==> config.mk <==
export PLATFORM = sky130hd
export DESIGN_NAME = ddr2_init_seq
export DESIGN_NICKNAME = d
export VERILOG_FILES = /design/src/rtl/ddr2_init_pkg.sv /design/src/rtl/ddr2_init_fsm.sv /design/src/rtl/ddr2_init_dll_wait.sv /design/src/rtl/ddr2_init_cmd_enc.sv /design/src/rtl/ddr2_init_seq.sv
export SDC_FILE = /design/constraint.sdc
export NUM_CORES = 1
export LEC_CHECK = 0
export ABC_AREA = 1
export BUFFER_PORTS_ARGS = -buffer_cell sky130_fd_sc_hd__clkbuf_2
export CAP_MARGIN = 25
export CELL_PAD_IN_SITES_DETAIL_PLACEMENT = 1
export CELL_PAD_IN_SITES_GLOBAL_PLACEMENT = 1
export CORE_UTILIZATION = 30
export DETAILED_ROUTE_END_ITERATION = 10
export PLACE_DENSITY = 0.76
export RECOVER_POWER = 25
export SLEW_MARGIN = 20
export SYNTH_ARGS = -nofsm -noshare
export SYNTH_HDL_FRONTEND = slang
export SYNTH_SLANG_ARGS = --single-unit
==> constraint.sdc <==
create_clock -name clk_i -period 3.2 [get_ports clk_i]
set_clock_uncertainty 0.2 [all_clocks]
set_input_delay 0.32 -clock clk_i [delete_from_list [all_inputs] [get_ports clk_i]]
set_output_delay 0.32 -clock clk_i [all_outputs]
set_load 0.02 [all_outputs]
==> src/rtl/ddr2_init_pkg.sv <==
package ddr2_init_pkg;

  typedef enum logic [2:0] {
    ST_IDLE, ST_STABLE, ST_CKE, ST_ISSUE, ST_GAP, ST_DONE
  } init_state_e;

  typedef enum logic [3:0] {
    OP_PREA, OP_EMR2, OP_EMR3, OP_DLL_EN, OP_DLL_RST,
    OP_REF, OP_MR_RUN, OP_OCD_DEF, OP_OCD_EXIT
  } init_op_e;

  function automatic int ceil_div(longint num, longint den);
    return int'((num + den - 1) / den);
  endfunction

  function automatic int max_i(int a, int b);
    return (a > b) ? a : b;
  endfunction

  // step list: fixed prefix, n_ref refreshes, fixed suffix
  function automatic init_op_e op_of(int step, int n_ref);
    if (step == 0 || step == 5) return OP_PREA;
    if (step == 1)              return OP_EMR2;
    if (step == 2)              return OP_EMR3;
    if (step == 3)              return OP_DLL_EN;
    if (step == 4)              return OP_DLL_RST;
    if (step < 6 + n_ref)       return OP_REF;
    if (step == 6 + n_ref)      return OP_MR_RUN;
    if (step == 7 + n_ref)      return OP_OCD_DEF;
    return OP_OCD_EXIT;
  endfunction

endpackage

==> src/rtl/ddr2_init_fsm.sv <==
module ddr2_init_fsm
  import ddr2_init_pkg::*;
#(
  parameter int N_STB   = 1,
  parameter int N_CKE   = 1,
  parameter int N_RP    = 2,
  parameter int N_MRD   = 2,
  parameter int N_RFC   = 2,
  parameter int REF_CNT = 2,
  parameter int CNT_W   = 8,
  parameter int STEP_W  = 4
) (
  input  logic     clk_i,
  input  logic     rst_ni,
  input  logic     pwr_good_i,
  input  logic     dll_ok_i,
  output logic     cke_o,
  output logic     issue_o,
  output logic     done_o,
  output init_op_e op_o
);

  localparam int LAST = 8 + REF_CNT;
  localparam logic [CNT_W-1:0]  C_STB = CNT_W'(N_STB - 1);
  localparam logic [CNT_W-1:0]  C_CKE = CNT_W'(N_CKE - 1);
  localparam logic [CNT_W-1:0]  C_RP  = CNT_W'(N_RP - 2);
  localparam logic [CNT_W-1:0]  C_MRD = CNT_W'(N_MRD - 2);
  localparam logic [CNT_W-1:0]  C_RFC = CNT_W'(N_RFC - 2);
  localparam logic [STEP_W-1:0] S_LAST = STEP_W'(LAST);

  init_state_e       state_q;
  logic [CNT_W-1:0]  cnt_q;
  logic [STEP_W-1:0] step_q;
  init_op_e          op_w, op_nx;
  logic [CNT_W-1:0]  gap_w;

  always_comb begin
    op_w  = op_of(int'(step_q), REF_CNT);
    op_nx = op_of(int'(step_q) + 1, REF_CNT);
    unique case (op_w)
      OP_PREA: gap_w = C_RP;
      OP_REF:  gap_w = C_RFC;
      default: gap_w = C_MRD;
    endcase
  end

  always_ff @(posedge clk_i or negedge rst_ni) begin
    if (!rst_ni) begin
      state_q <= ST_IDLE;
      cnt_q   <= '0;
      step_q  <= '0;
    end else begin
      unique case (state_q)
        ST_IDLE: if (pwr_good_i) begin
          state_q <= ST_STABLE;
          cnt_q   <= C_STB;
        end
        ST_STABLE: if (cnt_q == '0) begin
          state_q <= ST_CKE;
          cnt_q   <= C_CKE;
        end else cnt_q <= cnt_q - CNT_W'(1);
        ST_CKE: if (cnt_q == '0) begin
          state_q <= ST_ISSUE;
          step_q  <= '0;
        end else cnt_q <= cnt_q - CNT_W'(1);
        ST_ISSUE: begin
          state_q <= ST_GAP;
          cnt_q   <= gap_w;
        end
        ST_GAP: if (cnt_q != '0) cnt_q <= cnt_q - CNT_W'(1);
          else if (step_q == S_LAST) state_q <= ST_DONE;
          else if (op_nx != OP_OCD_DEF || dll_ok_i) begin
            state_q <= ST_ISSUE;
            step_q  <= step_q + STEP_W'(1);
          end
        ST_DONE: state_q <= ST_DONE;
        default: state_q <= ST_IDLE;
      endcase
    end
  end

  assign cke_o   = (state_q != ST_IDLE) && (state_q != ST_STABLE);
  assign issue_o = (state_q == ST_ISSUE);
  assign done_o  = (state_q == ST_DONE);
  assign op_o    = op_w;

endmodule

==> src/rtl/ddr2_init_dll_wait.sv <==
module ddr2_init_dll_wait #(
  parameter int DLL_GAP = 200,
  parameter int W       = 8
) (
  input  logic clk_i,
  input  logic rst_ni,
  input  logic start_i,
  output logic ok_o
);

  localparam logic [W-1:0] LOAD = W'(DLL_GAP - 1);

  logic [W-1:0] cnt_q;
  logic         armed_q;

  always_ff @(posedge clk_i or negedge rst_ni) begin
    if (!rst_ni) begin
      cnt_q   <= '0;
      armed_q <= 1'b0;
    end else if (start_i) begin
      cnt_q   <= LOAD;
      armed_q <= 1'b1;
    end else if (cnt_q != '0) begin
      cnt_q <= cnt_q - W'(1);
    end
  end

  assign ok_o = armed_q && (cnt_q == '0);

endmodule

==> src/rtl/ddr2_init_cmd_enc.sv <==
module ddr2_init_cmd_enc
  import ddr2_init_pkg::*;
#(
  parameter int ADDR_W = 13
) (
  input  logic              issue_i,
  input  init_op_e          op_i,
  input  logic [ADDR_W-1:0] mr_i,
  input  logic [ADDR_W-1:0] emr1_i,
  input  logic [ADDR_W-1:0] emr2_i,
  input  logic [ADDR_W-1:0] emr3_i,
  output logic              cs_no,
  output logic              ras_no,
  output logic              cas_no,
  output logic              we_no,
  output logic [1:0]        ba_o,
  output logic [ADDR_W-1:0] addr_o
);

  logic [ADDR_W-1:0] emr1_base;

  always_comb begin
    emr1_base    = emr1_i;
    emr1_base[0] = 1'b0;
    emr1_base[9:7] = 3'b000;

    cs_no  = 1'b0;
    ras_no = 1'b1;
    cas_no = 1'b1;
    we_no  = 1'b1;
    ba_o   = 2'd0;
    addr_o = '0;
    if (issue_i) begin
      if (op_i == OP_PREA) begin
        ras_no     = 1'b0;
        we_no      = 1'b0;
        addr_o[10] = 1'b1;
      end else if (op_i == OP_REF) begin
        ras_no = 1'b0;
        cas_no = 1'b0;
      end else begin
        ras_no = 1'b0;
        cas_no = 1'b0;
        we_no  = 1'b0;
        unique case (op_i)
          OP_EMR2: begin ba_o = 2'd2; addr_o = emr2_i; end
          OP_EMR3: begin ba_o = 2'd3; addr_o = emr3_i; end
          OP_DLL_EN, OP_OCD_EXIT: begin ba_o = 2'd1; addr_o = emr1_base; end
          OP_OCD_DEF: begin
            ba_o = 2'd1;
            addr_o = emr1_base;
            addr_o[9:7] = 3'b111;
          end
          OP_DLL_RST: begin addr_o = mr_i; addr_o[8] = 1'b1; end
          default: begin addr_o = mr_i; addr_o[8] = 1'b0; end
        endcase
      end
    end
  end

endmodule

==> src/rtl/ddr2_init_seq.sv <==
module ddr2_init_seq
  import ddr2_init_pkg::*;
#(
  parameter int CLK_PS      = 2500,
  parameter int T_STABLE_NS = 200000,
  parameter int T_CKE_NS    = 400,
  parameter int T_RP_PS     = 15000,
  parameter int T_MRD_PS    = 5000,
  parameter int T_RFC_PS    = 75000,
  parameter int REF_N       = 2,
  parameter int DLL_GAP     = 200,
  parameter int ADDR_W      = 13
) (
  input  logic              clk_i,
  input  logic              rst_ni,
  input  logic              pwr_good_i,
  input  logic [ADDR_W-1:0] mr_fields_i,
  input  logic [ADDR_W-1:0] emr1_fields_i,
  input  logic [ADDR_W-1:0] emr2_fields_i,
  input  logic [ADDR_W-1:0] emr3_fields_i,
  output logic              cke_o,
  output logic              cs_no,
  output logic              ras_no,
  output logic              cas_no,
  output logic              we_no,
  output logic              odt_o,
  output logic [1:0]        ba_o,
  output logic [ADDR_W-1:0] addr_o,
  output logic              init_done_o
);

  localparam int N_STB   = max_i(ceil_div(longint'(T_STABLE_NS) * 1000, CLK_PS), 1);
  localparam int N_CKE   = max_i(ceil_div(longint'(T_CKE_NS) * 1000, CLK_PS), 1);
  localparam int N_RP    = max_i(ceil_div(T_RP_PS, CLK_PS), 2);
  localparam int N_MRD   = max_i(ceil_div(T_MRD_PS, CLK_PS), 2);
  localparam int N_RFC   = max_i(ceil_div(T_RFC_PS, CLK_PS), 2);
  localparam int REF_CNT = max_i(REF_N, 2);
  localparam int CNT_MAX = max_i(max_i(N_STB, N_CKE), max_i(N_RFC, max_i(N_RP, N_MRD)));
  localparam int CNT_W   = $clog2(CNT_MAX + 1);
  localparam int STEP_W  = $clog2(REF_CNT + 10);
  localparam int DLL_W   = $clog2(DLL_GAP + 1);

  logic     issue, dll_ok;
  init_op_e op;

  ddr2_init_fsm #(
    .N_STB(N_STB), .N_CKE(N_CKE), .N_RP(N_RP), .N_MRD(N_MRD), .N_RFC(N_RFC),
    .REF_CNT(REF_CNT), .CNT_W(CNT_W), .STEP_W(STEP_W)
  ) u_fsm (
    .clk_i(clk_i), .rst_ni(rst_ni), .pwr_good_i(pwr_good_i), .dll_ok_i(dll_ok),
    .cke_o(cke_o), .issue_o(issue), .done_o(init_done_o), .op_o(op)
  );

  ddr2_init_dll_wait #(.DLL_GAP(DLL_GAP), .W(DLL_W)) u_dll (
    .clk_i(clk_i), .rst_ni(rst_ni),
    .start_i(issue && (op == OP_DLL_RST)), .ok_o(dll_ok)
  );

  ddr2_init_cmd_enc #(.ADDR_W(ADDR_W)) u_enc (
    .issue_i(issue), .op_i(op),
    .mr_i(mr_fields_i), .emr1_i(emr1_fields_i),
    .emr2_i(emr2_fields_i), .emr3_i(emr3_fields_i),
    .cs_no(cs_no), .ras_no(ras_no), .cas_no(cas_no), .we_no(we_no),
    .ba_o(ba_o), .addr_o(addr_o)
  );

  assign odt_o = 1'b0;

endmodule

==> impl_metrics.tcl, run 1 <==
set metrics [dict create \
    clockRootBuffer "clkbuf_8" \
    start_util 0.310 \
    ant_nets 0 \
    synth_compound_gate_area_share 0.107 \
    drive_above_1_share 0.275 \
    critPathMaxFanout 8 \
    dieArea_um2 10400 \
    synthXorXnorAreaFrac 0.0407 \
    pwr_density_cell_nw_per_um2 257 \
    fin_crit_sh 0.939 \
    holdWs_ps 314 \
    syn-cell-area_um2 3010 \
    track_usage 0.171 \
    drt_iter0_drc 61 \
    post_dp_cell_area_um2 3470 \
    ir_worst_vdd_mv 0.165 \
    cp-start-kind "flip-flop" \
    dr.pass1.iters 4 \
    cts_buffers 5 \
    ys_types 40 \
    wl_um 8690 \
    synth-adder-area-share 0.0332 \
    yosysMostFrequentCell "nand2_1" \
    h-tree-depth 2 \
    ys_ff_latch 33 \
    insertion_delay_ps 290 \
    post_drt_wl_per_cell_um 13.2 \
    hold_path_class "reg2reg" \
    die_w_um 102 \
    synth-simple-area-share 0.442 \
    violations "max-capacitance violations, max-slew violations" \
    dpl.hpwl_um 6990 \
    avgSynthCellArea_um2 6.74 \
    fp.dieH_um 102 \
    yosysSeqAreaShare 0.274 \
    ys.warnings.count 0 \
    ios 77 \
    cts_sinks 33 \
    min_period_ps 3000 \
    cts_tree "built" \
    slew-limit-headroom -0.282 \
    synth_edf_count 0 \
    yosys.area.top_type_share 0.274 \
    synth_area_leaders "dfrtp_1 (27%), nand2_1 (17%), inv_1 (6.5%)" \
    diodes 0 \
    fin_nets 586 \
    setup_tns_ps 0 \
    multi_input_area_um2 1910 \
    p_total_uw 943 \
    fmaxAchievable_ghz 0.333 \
    worstPathRequired_ps 2680 \
    drcViolationCount 0 \
    register_area_um2 827 \
    tightestPinTransition_ps 1920 \
    ff2ff_setup_slack_ps 660 \
    vias_per_cell 4.70 \
    status "finished with violations" \
    worstSetupPathType "reg2out" \
    synth_top_family_by_area "simple AND/OR/NAND/NOR gates" \
    final_core_util 0.377 \
    cts_buffer_depth 2 \
    rsz0062_at_grt "false" \
    grt_max_degree 34 \
    ys_top_cells_by_count "nand2_1 (139), inv_1 (52), nor2_1 (41)" \
    vias 3087 \
    synth_ff_type "dfrtp_1" \
    maxSlewViolCount 34 \
    synth_mux_area_frac 0 \
    drv_cap 1 \
    grt_pass1_wl_um 14000 \
    critPathArrivalTime_ps 2480 \
    routabilityCongestion 0.790 \
    setup_violations 0 \
    overflow 0 \
    area.growth.synth_to_final_pct 21.9 \
    fillCellCount 1291 \
    leakage_uw 0.00199 \
    placement.io_buffers 69 \
    syn_inst 447 \
    num_rows 36 \
    antenna_found_initial 0 \
    core_region_area_um2 9730 \
    end_kind "output port" \
    hold_viol 0 \
    yosysTopAreaCell "dfrtp_1" \
    final_cell_area_um2 3670 \
    grt_pass1_vias 3058 \
    async_flop_share 1.00 \
    clk_pin_slew_ps 70 \
]
## area by class of cell
| class | count | share of cell area |
|---|---|---|
| Clock inverter | 3 | 0.0177 |
| Timing Repair Buffer | 76 | 0.109 |
| Inverter | 61 | 0.0631 |
| Tap cell | 133 | 0.0453 |
| Clock buffer | 5 | 0.0188 |
| Multi-Input combinational cell | 346 | 0.521 |
| Sequential cell | 33 | 0.225 |
## registers in the layout, indices dropped and copies added (netlist names)
| signal | cells |
|---|---|
| u_dll.armed_q | 1 |
| u_dll.cnt_q | 8 |
| u_fsm.cnt_q | 17 |
| u_fsm.state_q | 3 |
| u_fsm.step_q | 4 |
## cells by family (layout without fill, tap and decap cells)
group | after synthesis | after routing
AOI/OAI and AO/OA | 51 | 51
DFF | 33 | 33
adders and majority gates | 8 | 8
buffers and inverters | 69 | 145
other | 1 | 2
and+or+nand+nor | 271 | 271
xor gates and xnor gates | 14 | 14
## through the flow
| step | worst slack, ps | instances |
|---|---|---|
| floorplan | 691 | 448 |
| global placement | 452 | 645 |
| detailed placement | 355 | 645 |
| CTS | 25.8 | 654 |
| global route | 28.3 | 657 |
| finish | 196 | 657 |
## worst max-delay path, stage by stage (launching register included)
cell and delay (ps):
dfrtp_1 450, inv_2 100, ha_2 220, nand2_2 120
nand2_8 100, nor2_8 110, nand2_2 90, nand3_2 130
nand2_2 90, o21bai_4 270, buf_4 200, a21oi_2 50
nor2_1 90, clkbuf_2 170
## power breakdown
group / internal (µW) / total [µW] / switching, µW
sequential: 417 / 417 / 0
clock: 310 / 481 / 171
combinational: 24.2 / 46.0 / 21.8
## layout by cell type, fill, tap and decap left out, types with 9 or more instances in the layout
cell / netlist / final
xor2_1: 9 / 9
a21oi_1: 10 / 10
o21ai_0: 19 / 19
inv_2: 9 / 10
nand3_1: 38 / 38
nand2_1: 139 / 139
nand2_2: 10 / 9
clkbuf_2: 0 / 68
nor2_1: 41 / 40
dfrtp_1: 33 / 32
inv_1: 52 / 50
## per-layer routing
metal,vias up,GRT usage,wire (µm)
met5,-,0,0
met4,0,0.0495,96
met3,8,0.0328,489
met2,72,0.315,4280
met1,1442,0.200,3820
li1,1565,-,-
## timing repair
| item | 4_1_cts | 5_1_grt |
|---|---|---|
| setup endpoints to repair | 0 | 13 |
| hold buffers | 1 | 0 |
| buffers inserted | 0 | 3 |
| resized for setup | 0 | 10 |
| endpoints found under the hold margin | 33 | 0 |
## final timing paths
| kind | endpoint | depth (start not counted) | from |
|---|---|---|---|
| worst max-delay path | addr_o[4] | 13 | u_fsm.step_q[1]$_DFFE_PN0P_ |
| worst min-delay path | u_dll.armed_q$_DFFE_PN0P_ | 1 | u_dll.armed_q$_DFFE_PN0P_ |
| worst max register to register | u_fsm.cnt_q[1]$_DFFE_PN0P_ | 10 | u_fsm.cnt_q[0]$_DFFE_PN0P_ |
| worst min register to register | u_dll.armed_q$_DFFE_PN0P_ | 1 | u_dll.armed_q$_DFFE_PN0P_ |
| max in group asynchronous | u_fsm.step_q[0]$_DFFE_PN0P_ | 2 | rst_ni |
| min in group asynchronous | u_fsm.cnt_q[0]$_DFFE_PN0P_ | 2 | rst_ni |
No activity file was read; power rests on OpenSTA's default activity.
==> run 2: changes to the inputs <==
==> constraint.sdc (replaced) <==
create_clock -name clk_i -period 3.2 [get_ports clk_i]
set_clock_uncertainty 0.2 [all_clocks]
set_input_delay 0.64 -clock clk_i [delete_from_list [all_inputs] [get_ports clk_i]]
set_output_delay 0.64 -clock clk_i [all_outputs]
set_load 0.02 [all_outputs]
==> run 2 against run 1 <==
Against the previous run: the run still ends with max-capacitance violations, max-slew violations left; critical path depth is 1 higher; combinational power is 1% lower; clock-buffer cell count stayed put; non-clock buffer count is 13 higher; sequential power hardly changed; hold slack worse by 15 ps; register-to-register slack worse by 20 ps; maximum frequency is 5.0% lower; sequential share of layout area is 1.3 points lower; total power is 17% lower; wire length is 7.5% higher; critical path type unchanged.
==> impl_metrics.tcl, run 2 (synthesis gave the netlist of run 1 again) <==
set metrics [dict create \
    status "finished with violations" \
    violations "max-capacitance violations, max-slew violations" \
    critPathMaxFanout 12 \
    vias 3203 \
    hold_path_class "reg2reg" \
    end_kind "output port" \
    dr.pass1.iters 4 \
    clock_power_share 0.411 \
    maxSlewViolCount 34 \
    area.growth.synth_to_final_pct 29.4 \
    drcViolationCount 0 \
    grt_pass1_wl_um 14800 \
    final_cell_mix "nand2_1 (134), clkbuf_2 (56), inv_1 (50)" \
    seq_power_share 0.531 \
    p_int_uw 590 \
    p_sw_frac 0.248 \
    p_switching_uw 195 \
    final_cell_area_um2 3900 \
    num_rows 36 \
    grt_max_degree 34 \
    post_dp_cell_area_um2 3470 \
    placedCellCount 645 \
    wl_um 9340 \
    largest_register_ffs 17 \
    fillCellCount 1294 \
    track_usage 0.179 \
    clockRootBuffer "clkbuf_8" \
    cts_hold_buf 0 \
    ir_worst_vdd_mv 0.166 \
    antenna_found_initial 0 \
    ant_nets 0 \
    overflow 0 \
    slew-limit-headroom -0.229 \
    diodes 0 \
    worstSetupPathType "reg2out" \
    critPathArrivalTime_ps 2320 \
    ios 77 \
    critPathSlowestCell "dfrtp_1" \
    die_w_um 102 \
    hold_viol 0 \
    top_regs "u_fsm.cnt_q x17, u_dll.cnt_q x8, u_fsm.step_q x4" \
    register_area_um2 830 \
    fp.dieH_um 102 \
    min_period_ps 3160 \
    insertion_delay_ps 290 \
    final_common_cell "nand2_1" \
    combPwrFrac 0.058 \
    cp-start-kind "flip-flop" \
    multi_input_area_um2 2030 \
    vias_per_cell 4.78 \
    setup_tns_ps 0 \
    cts_sinks 33 \
    cts_buffer_depth 2 \
    fin_nets 599 \
    crit_top_cell "nand3_1" \
    worstPathCellList "inv_2, ha_4, nand3_2, nand2_8, nor2_8, nor2_4, nand3_1, nor2_2, buf_6, nand2_1, nand3_1, a21oi_2, nor2_1, buf_4" \
    largest_register "u_fsm.cnt_q" \
    instances_no_fill 670 \
    tightestPinTransition_ps 1840 \
    pwr_density_cell_nw_per_um2 201 \
    dieArea_um2 10400 \
    cpPeakStageDelay_ps 390 \
    drv_cap 1 \
    dpl.hpwl_um 6970 \
    worstPathRequired_ps 2360 \
    rsz0062_at_grt "true" \
    placement.io_buffers 69 \
    core_region_area_um2 9730 \
    setup_violations 0 \
    p_total_uw 785 \
    drt_iter0_drc 70 \
    h-tree-depth 2 \
    cts_tree "built" \
    fin_crit_sh 0.989 \
    cts_buffers 5 \
    drive_above_1_share 0.320 \
    timing.final.ws_setup_ps 36.5 \
    start_util 0.310 \
    grt_pass1_vias 3285 \
    post_drt_wl_per_cell_um 13.9 \
    clk_pin_slew_ps 80 \
    dp_slack_ps 53.7 \
    routabilityCongestion 0.837 \
    leakage_uw 0.00208 \
    fmaxAchievable_ghz 0.316 \
]
## run 2: changes by cell type in the layout (fill, tap and decap cells not counted), moves of 4 or more
cell      delta
nand2_4      +4
buf_4       +21
nand2_1      -5
clkbuf_2    -12
## run 2: final cells by class
| class | instances | area share |
|---|---|---|
| repair buffers | 89 | 0.140 |
| multi-input cells | 346 | 0.520 |
| well taps | 133 | 0.0427 |
| flip-flops and latches | 33 | 0.213 |
| clock buffers | 5 | 0.0177 |
| inverters | 61 | 0.0620 |
| clock inverters | 3 | 0.00449 |
## run 2: critical path: cells and delay by family, from the launching register on
family	cells	cell delay (ps)
AND/OR/NAND/NOR	9	970
flip-flops	1	390
buffers and inverters	3	450
AO/OA/AOI/OAI	1	40
adder cells (fa/ha/maj)	1	180
## run 2: power by group through the flow
stage	registers [µW]	clock network (µW)	logic (µW)
after detailed placement	425	0	45.9
after floorplan	425	0	7.95
after global placement	425	0	45.5
after CTS	417	333	46.4
after global routing	417	349	51.7
final	417	323	45.5
## run 2: metrics by stage
stage | utilization | hold WS [ps]
6_report | 0.401 | 299
5_1_grt | 0.401 | 323
4_1_cts | 0.377 | 281
3_5_place_dp | 0.357 | 259
3_3_place_gp | 0.357 | 253
2_1_floorplan | - | 144
## run 2: worst paths after layout
check | from | endpoint | slack (ps) | depth (start not counted)
min reg2reg | u_dll.armed_q$_DFFE_PN0P_ | u_dll.armed_q$_DFFE_PN0P_ | 300 | 1
max reg2reg | u_fsm.cnt_q[0]$_DFFE_PN0P_ | u_fsm.cnt_q[1]$_DFFE_PN0P_ | 640 | 10
min | u_dll.armed_q$_DFFE_PN0P_ | u_dll.armed_q$_DFFE_PN0P_ | 300 | 1
min in group asynchronous | rst_ni | u_fsm.cnt_q[13]$_DFFE_PN0P_ | 640 | 1
max | u_fsm.step_q[1]$_DFFE_PN0P_ | addr_o[1] | 40 | 14
max in group asynchronous | rst_ni | u_fsm.step_q[0]$_DFFE_PN0P_ | 960 | 1
## run 2: metal layers
metal	vias up	GRT usage	wire, µm
met5	-	0	0
met4	0	0.0516	174
met3	16	0.0321	561
met2	84	0.339	4750
met1	1515	0.202	3860
li1	1588	-	-
## run 2: what timing repair did
item | CTS | global route
pin swaps | 5 | 15
setup buffers | 5 | 12
cloned | 0 | 0
resized for setup | 18 | 51
setup endpoints to repair | 13 | 13
==> run 3: changes to the inputs <==
ABC_AREA = unset   (was 1)
MAX_ROUTING_LAYER = met4   (was unset)
PLACE_DENSITY = 0.74   (was 0.76)
REMOVE_ABC_BUFFERS = 1   (was unset)
==> run 3 against run 2 <==
Against the previous run: the run ends with max-capacitance violations, max-slew violations, negative setup slack left; critical path type unchanged; highest routed layer unchanged; largest power group is now clock; register-to-register slack lost 380 ps; design area grew 0.80%; clock-buffer cell count is the same; critical endpoint is now addr_o[3]; via count grew 0.47%; critical path depth shrank 5; first-iteration DRC count grew 91%.
==> impl_metrics.tcl, run 3 <==
set metrics [dict create \
    ys_types 70 \
    combPwrFrac 0.048 \
    syn_inst 358 \
    final_cell_area_um2 3930 \
    ys_ff_latch 33 \
    vias 3218 \
    seq_power_share 0.437 \
    critPathSlowestCell "or4b_4" \
    worstPathRequired_ps 2360 \
    drive_above_1_share 0.345 \
    p_sw_frac 0.210 \
    async_flop_share 1.00 \
    cts_tree "built" \
    fillCellCount 1132 \
    path_delay_family "buffers and inverters" \
    rsz0062_at_grt "true" \
    largest_register "u_fsm.cnt_q" \
    leakage_uw 0.00186 \
    diodes 0 \
    fin_nets 509 \
    insertion_delay_ps 290 \
    yosysMostFrequentCell "dfrtp_1" \
    placedCellCount 557 \
    crit_top_cell "buf_6" \
    placement.io_buffers 69 \
    h-tree-depth 2 \
    status "finished with violations" \
    routabilityCongestion 0.854 \
    cts_sinks 33 \
    cp.buffers_inverters 4 \
    setup_tns_ps -311 \
    timing.final.ws_setup_ps -76.0 \
    p_int_uw 753 \
    end_kind "output port" \
    pwr_density_cell_nw_per_um2 243 \
    grt_pass1_vias 3340 \
    grt_pass1_wl_um 16500 \
    hold_path_class "reg2reg" \
    dpl.hpwl_um 7320 \
    hold_viol 0 \
    syn-cell-area_um2 2920 \
    register_area_um2 826 \
    maxSlewViolCount 34 \
    min_period_ps 3280 \
    cts_hold_buf 0 \
    overflow 0 \
    cts_buffers 5 \
    post_drt_wl_per_cell_um 18.1 \
    dieArea_um2 10100 \
    drt_iter0_drc 134 \
    p_switching_uw 200 \
    final_common_cell "clkbuf_2" \
    start_util 0.313 \
    worst_hold_startpoint "u_dll.armed_q$_DFFE_PN0P_" \
    ir_worst_vdd_mv 0.225 \
    startpoint "u_fsm.step_q[0]$_DFFE_PN0P_" \
    synth_area_leaders "dfrtp_1 (28%), nor2_1 (3.7%), nand2_1 (3.6%)" \
    track_usage 0.209 \
    synth_ff_type "dfrtp_1" \
    instances_no_fill 576 \
    ys_top_cells_by_count "dfrtp_1 (33), nor2_1 (29), nand2_1 (28)" \
    cpPeakStageDelay_ps 480 \
    dr.pass1.iters 4 \
    fin_crit_sh 1.02 \
    r2r-start "u_fsm.cnt_q[0]$_DFFE_PN0P_" \
    fmaxAchievable_ghz 0.305 \
    yosys.area.top_type_share 0.283 \
    setup_violations 11 \
    core_region_area_um2 9330 \
    ant_nets 0 \
    ys.warnings.count 0 \
    cts_buffer_depth 2 \
    drv_cap 1 \
    violations "max-capacitance violations, max-slew violations, negative setup slack" \
    cp-start-kind "flip-flop" \
    yosysTopAreaCell "dfrtp_1" \
    vias_per_cell 5.59 \
    ios 77 \
    p_total_uw 953 \
    num_rows 35 \
    clock_power_share 0.515 \
    antenna_found_initial 0 \
    die_w_um 101 \
    grt_max_degree 34 \
    wl_um 10400 \
    avgSynthCellArea_um2 8.14 \
    synth_edf_count 0 \
    critPathMaxFanout 6 \
    tightestPinTransition_ps 1910 \
    drcViolationCount 0 \
    clk_pin_slew_ps 80 \
    worstPathCellList "inv_2, buf_6, ha_4, or4b_4, a21oi_4, buf_6, a222oi_1, o2bb2ai_1, buf_4" \
    clockRootBuffer "clkbuf_8" \
    critPathArrivalTime_ps 2440 \
    area.growth.synth_to_final_pct 34.8 \
    multi_input_area_um2 2090 \
    post_dp_cell_area_um2 3490 \
    top_regs "u_fsm.cnt_q x17, u_dll.cnt_q x8, u_fsm.step_q x4" \
    worstSetupPathType "reg2out" \
    final_cell_mix "clkbuf_2 (54), buf_4 (40), dfrtp_1 (33)" \
    largest_register_ffs 17 \
    fp.dieH_um 101 \
    yosysSeqAreaShare 0.283 \
    slew-limit-headroom -0.272 \
    dp_slack_ps -68.0 \
]
-- run 3: power by group through the flow --
stage | clock, µW | combinational (µW) | sequential, µW
2_1_floorplan | 0 | 4.45 | 425
3_3_place_gp | 0 | 42.4 | 425
3_5_place_dp | 0 | 43.5 | 425
4_1_cts | 502 | 44.3 | 417
5_1_grt | 523 | 50.1 | 417
6_report | 491 | 45.3 | 417
-- run 3: area by class of cell --
| class | count | area share |
|---|---|---|
| Multi-Input combinational cell | 287 | 0.531 |
| Sequential cell | 33 | 0.210 |
| Timing Repair Buffer | 103 | 0.168 |
| Tap cell | 129 | 0.0411 |
| Clock buffer | 5 | 0.0175 |
| Clock inverter | 3 | 0.0175 |
| Inverter | 16 | 0.0153 |
-- run 3: per-stage QoR --
step	utilization	hold slack, ps
2_1_floorplan	-	144
3_3_place_gp	0.375	257
3_5_place_dp	0.375	293
4_1_cts	0.408	286
5_1_grt	0.421	329
6_report	0.421	317
-- run 3: kinds of logic after synthesis --
family	after synthesis	share of synthesized area
xor gates and xnor gates	8	0.0240
other	1	0.00129
muxes	3	0.0103
and+or+nand+nor	146	0.284
AOI/OAI and AO/OA	118	0.302
DFF	33	0.283
adders and majority gates	8	0.0343
buffers and inverters	41	0.0614
-- run 3: per-layer routing --
| layer | routed length (µm) | global-route usage |
|---|---|---|
| met5 | 0 | - |
| met3 | 281 | 0.0236 |
| met4 | 59 | 0.0268 |
| met1 | 4570 | 0.256 |
| met2 | 5520 | 0.378 |
-- run 3: worst paths after layout --
path	to	slack, ps	depth (start not counted)
max in group asynchronous	u_fsm.step_q[2]$_DFFE_PN0P_	1040	1
min	u_dll.armed_q$_DFFE_PN0P_	320	1
min in group asynchronous	u_fsm.cnt_q[16]$_DFFE_PN0P_	670	1
max reg2reg	u_fsm.step_q[2]$_DFFE_PN0P_	260	8
max	addr_o[3]	-80	9
min reg2reg	u_dll.armed_q$_DFFE_PN0P_	320	1
-- run 3: repair_timing --
item,CTS,global route
endpoints found under the hold margin,0,0
gates cloned,1,2
pin swaps,10,20
endpoints found under the setup margin,14,15
buffers inserted,7,2
resized for setup,39,34
